===== config.mk =====
export PLATFORM = sky130hd
export DESIGN_NAME = pm_rstdom_ctrl
export DESIGN_NICKNAME = d
export VERILOG_FILES = /design/src/rtl/pm_rstdom_ctrl.sv
export SDC_FILE = /design/constraint.sdc
export NUM_CORES = 1
export LEC_CHECK = 0
export BUFFER_PORTS_ARGS = -buffer_cell sky130_fd_sc_hd__clkbuf_2
export CAP_MARGIN = 20
export CORE_ASPECT_RATIO = 1.1
export CORE_UTILIZATION = 41
export DETAILED_ROUTE_END_ITERATION = 16
export PLACE_DENSITY = 0.94
export SYNTH_ARGS = -nofsm -noshare
export SYNTH_HDL_FRONTEND = slang
export SYNTH_SLANG_ARGS = --single-unit

===== constraint.sdc =====
create_clock -name clk -period 2.1 [get_ports clk]
set_input_delay 0.42 -clock clk [delete_from_list [all_inputs] [get_ports clk]]
set_output_delay 0.42 -clock clk [all_outputs]
set_load 0.1 [all_outputs]

===== src/rtl/pm_rstdom_ctrl.sv =====
module pm_rstdom_ctrl #(
  parameter bit         HAS_D1   = 1'b1,
  parameter bit         HAS_D2   = 1'b0,
  parameter logic [7:0] NEXT_PTR = 8'h00
) (
  input  logic        clk,
  input  logic        grst,
  input  logic        prst,
  input  logic        suspend,
  input  logic        cfg_wr,
  input  logic        cfg_sel,
  input  logic [15:0] cfg_wdata,
  input  logic        pme_evt,
  output logic [1:0]  pwr_state,
  output logic [15:0] pmcsr_rd,
  output logic [15:0] cap_hdr,
  output logic        pme_req,
  output logic        irq_allow,
  output logic        clr_ordinary,
  output logic        clr_pme_ctx,
  output logic        clr_grst_only
);

  typedef enum logic [2:0] {S_D0U, S_D0A, S_D1, S_D2, S_D3H, S_D3C} pst_t;

  pst_t st, nxt;
  logic io_en, mem_en, pme_en, pme_st;

  wire g_eff  = grst & ~suspend;
  wire wr_cmd = cfg_wr & ~cfg_sel;
  wire wr_pm  = cfg_wr & cfg_sel;
  wire [1:0] code = cfg_wdata[1:0];
  wire cmd_ok = wr_cmd ? (cfg_wdata[0] & cfg_wdata[1]) : (io_en & mem_en);
  wire code_ok = (code == 2'd1) ? HAS_D1 : (code == 2'd2) ? HAS_D2 : 1'b1;

  assign clr_grst_only = g_eff;
  assign clr_ordinary  = g_eff | prst;
  assign clr_pme_ctx   = g_eff | (prst & ~pme_en);

  always_comb begin
    nxt = st;
    if (prst) begin
      nxt = (st == S_D3H || st == S_D3C) ? S_D3C : S_D0U;
    end else begin
      case (st)
        S_D3C: nxt = S_D0U;
        S_D0U: if (cmd_ok) nxt = S_D0A;
        default:
          if (wr_pm && code_ok) begin
            case (code)
              2'd0:    nxt = S_D0A;
              2'd1:    nxt = S_D1;
              2'd2:    nxt = S_D2;
              default: nxt = S_D3H;
            endcase
          end
      endcase
    end
  end

  always_ff @(posedge clk) begin
    if (g_eff) st <= S_D0U;
    else       st <= nxt;
  end

  always_ff @(posedge clk) begin
    if (clr_ordinary) begin
      io_en  <= 1'b0;
      mem_en <= 1'b0;
    end else if (wr_cmd) begin
      io_en  <= cfg_wdata[0];
      mem_en <= cfg_wdata[1];
    end
  end

  always_ff @(posedge clk) begin
    if (g_eff)      pme_en <= 1'b0;
    else if (wr_pm) pme_en <= cfg_wdata[8];
  end

  always_ff @(posedge clk) begin
    if (clr_pme_ctx)                      pme_st <= 1'b0;
    else if (pme_evt && st != S_D0U)      pme_st <= 1'b1;
    else if (wr_pm && cfg_wdata[15])      pme_st <= 1'b0;
  end

  always_comb begin
    case (st)
      S_D1:         pwr_state = 2'd1;
      S_D2:         pwr_state = 2'd2;
      S_D3H, S_D3C: pwr_state = 2'd3;
      default:      pwr_state = 2'd0;
    endcase
  end

  assign pmcsr_rd  = {pme_st, 6'b0, pme_en, 6'b0, pwr_state};
  assign cap_hdr   = {NEXT_PTR, 8'h01};
  assign pme_req   = pme_st & pme_en & (st != S_D0U);
  assign irq_allow = (st == S_D0A);


  grst_init_chk: assert property (@(posedge clk) disable iff (suspend)
    g_eff |=> (st == S_D0U) && !pme_en && !pme_st);


  d0_enter_chk: assert property (@(posedge clk) disable iff (g_eff)
    (st == S_D0U) && !prst && wr_cmd && (&cfg_wdata[1:0]) |=> irq_allow);


  bad_code_chk: assert property (@(posedge clk) disable iff (g_eff)
    wr_pm && !prst && !code_ok && st != S_D3C |=> $stable(pwr_state));


  w1c_clear_chk: assert property (@(posedge clk) disable iff (g_eff)
    wr_pm && cfg_wdata[15] && !pme_evt && !prst |=> !pmcsr_rd[15]);


  req_drop_chk: assert property (@(posedge clk) disable iff (g_eff)
    wr_pm && cfg_wdata[15] && !pme_evt && !prst |=> !pme_req);


  cold_exit_chk: assert property (@(posedge clk) disable iff (g_eff)
    (st == S_D3C) && !prst |=> (st == S_D0U));


  ctx_keep_chk: assert property (@(posedge clk) disable iff (g_eff)
    prst && pme_en && pme_st && !wr_pm |=> pmcsr_rd[15]);


  grst_only_chk: assert property (@(posedge clk) disable iff (g_eff)
    prst |-> !clr_grst_only);


  susp_hold_chk: assert property (@(posedge clk) disable iff (g_eff)
    suspend && grst && !prst && !cfg_wr && !pme_evt && st != S_D3C
    |=> $stable(st) && $stable(pme_en) && $stable(pme_st));

endmodule


==> impl_metrics.toml <==
[detailed_routing]
ant_nets = 0
drtPass1Iterations = 4
num_vias = 636
wl_per_cell_um = 9.739
drc = 0
vias_per_cell = 4.609
wirelength_um = 1344
drt-initial-drc-count = 9

[sta]
period_minus_slack_ns = 2.015
worst_slew_pin_slew_ns = 0.5423
rsz0062_at_grt = "no"
fmax_ghz = 0.4963
slew_violations = 0
skew_ns = 0.005732
finalSetupViolCount = 0
maxSlewHeadroom_pct = 64.00
hold_viol_final = 0
layout_setup_ws_ns = 0.08509
min_period_over_period_pct = 95.95

[worst_setup_path]
cp_max_fo = 9
setup.worst_path.end_class = "primary output"
required_ns = 1.68
crit_arrival_ns = 1.59
critPathKind = "flip-flop to primary output"
r2r_start = "st[2]"
rrSetupSlack_ns = 0.81
cp-start-kind = "flip-flop"
crit_path_start = "st[2]"

[yosys]
synth-main-ff-cell = "dfxtp_1"
netlist_instances = 101
netlist_area_um2 = 765.7
yosysSeqAreaShare_pct = 18.30
ys_types = 27
postSynth.asyncResetShare_pct = 0
synth-edff-count = 0
ys_seq_elements = 7
ys_warn_count = 0
syn_avg_cell_area_um2 = 7.582

[cells_and_area]
nNetsFinal = 149
drive_above_1_share_pct = 30.00
area_delta_synth_final_pct = 14.71
diodes = 0

[clocking]
htree_levels = 1
holdBufCountCts = 0
clk_pin_slew_worst_paths_ns = 0.06
cts_sinks = 7
clk_latency_ns = 0.25
cts_made_buffers = 3
clock_tree.root_cell = "clkbuf_4"
cts_tree = "yes"
clk_path_buf_depth = 2

[grt]
grt_pass1_wl_um = 2235
antenna_found_initial = 0
grt_use_total_pct = 14.64
overflow = 0
grt_max_degree = 10
grt_pass1_vias = 559

[pwr]
cellLeakagePower_uw = 0.0004419
total_power_uw = 800.4
ir_drop_mv = 0.4144
powerDensity_mw_per_mm2 = 911.2

[run]
maxCapViolCount = 0

[run_status]
status = "finished clean"

[placement]
io_buffers = 21
hpwl_um = 1130
gp_congestion = 0.8115
place_ws_ns = 0.2378

[floorplan]
die_h_um = 47.33
coreArea_mm2 = 0.001762
ios = 62
placementRows = 16
die_w_um = 43.21
start_util_pct = 43.47
die-area_mm2 = 0.002045

[min_path]
hold_class = "input port to flip-flop"
hp-start = "cfg_wdata[8]"
## synth_stat cells, drive strengths merged, types with 4 or more instances
cell   count  area, µm²
buf       32      240.2
dfxtp      7      140.1
a21oi      4      20.02
ha         5      62.56
inv        7      26.28
nand2      4      15.01
o21ai      6      37.53
nor2b      5      31.28
nor2       9      33.78
## area by class of cell
type | count | area, µm²
Inverter | 7 | 30.03
Clock buffer | 4 | 26.28
Sequential cell | 7 | 141.4
Timing Repair Buffer | 22 | 195.2
Tap cell | 18 | 22.52
Fill cell | 168 | 883.3
Multi-Input combinational cell | 80 | 462.9
## logic make-up after synthesis
| group | after synthesis | synth area share [%] |
|---|---|---|
| and+or+nand+nor | 26 | 17.48 |
| other | 2 | 0.9808 |
| AOI/OAI and AO/OA | 19 | 17.16 |
| adders and majority gates | 5 | 8.170 |
| DFF | 7 | 18.30 |
| muxes | 2 | 2.614 |
| buffers and inverters | 40 | 35.29 |
## power breakdown
group	internal (µW)	switching (µW)	total (µW)	leakage, µW
Clock	72.4	48.2	121	0.0000150
Combinational	90.3	425	515	0.000369
Sequential	147	18.3	165	0.0000576
Total	309	491	800	0.000442
## sequential cells by signal (all words and copies together) (netlist names)
name	count
st	3
io_en	1
mem_en	1
pme_en	1
pme_st	1
## metrics by stage
stage	hold WS (ns)	util [%]	instance area, µm²	setup TNS (ns)	cells
final	0.4115	49.86	878.3	0	138
after global routing	0.4267	49.86	878.3	0	138
after CTS	0.4055	49.79	877.1	0	138
after detailed placement	0.4799	47.87	843.3	0	134
after global placement	0.4728	47.87	843.3	0	134
after floorplan	0.4584	-	880.8	-0.4216	127
## placed cells by master (no fill, tap or decap), types with 2 or more instances in the layout
master and instances:
conb_1 28, clkbuf_2 13, nor2_1 7, inv_1 6
clkbuf_4 6, dfxtp_1 6, nor2b_1 5, ha_1 5
buf_12 5, nand2_1 4, a21oi_1 4, o21ai_1 3
nor2_2 2, a31oi_1 2, nand3b_1 2, o21ai_2 2
mux2i_1 2, nand3_1 2
## layer usage
metal	routed length (µm)	vias to the layer above	track usage, %
met4	0	0	4.848
li1	-	315	-
met2	725	27	27.46
met5	0	-	0
met3	89	0	5.769
met1	528	294	15.14
## repair_timing
action | CTS | global route
gates resized for setup | 3 | 1
endpoints found under the setup margin | 3 | 4
buffers inserted | 0 | 0
## worst paths after layout
kind,endpoint,cells past startpoint
worst max-delay path,pme_req,3
worst min-delay path,pme_en,3
worst max register to register,st[1],4
worst min register to register,pme_en,2
## critical path, cell delays in order (launching register included)
cell and delay (ns):
dfxtp_1 0.40, or3_4 0.45, and3_2 0.22, clkbuf_4 0.27
Power figures use the tool's default switching activity.
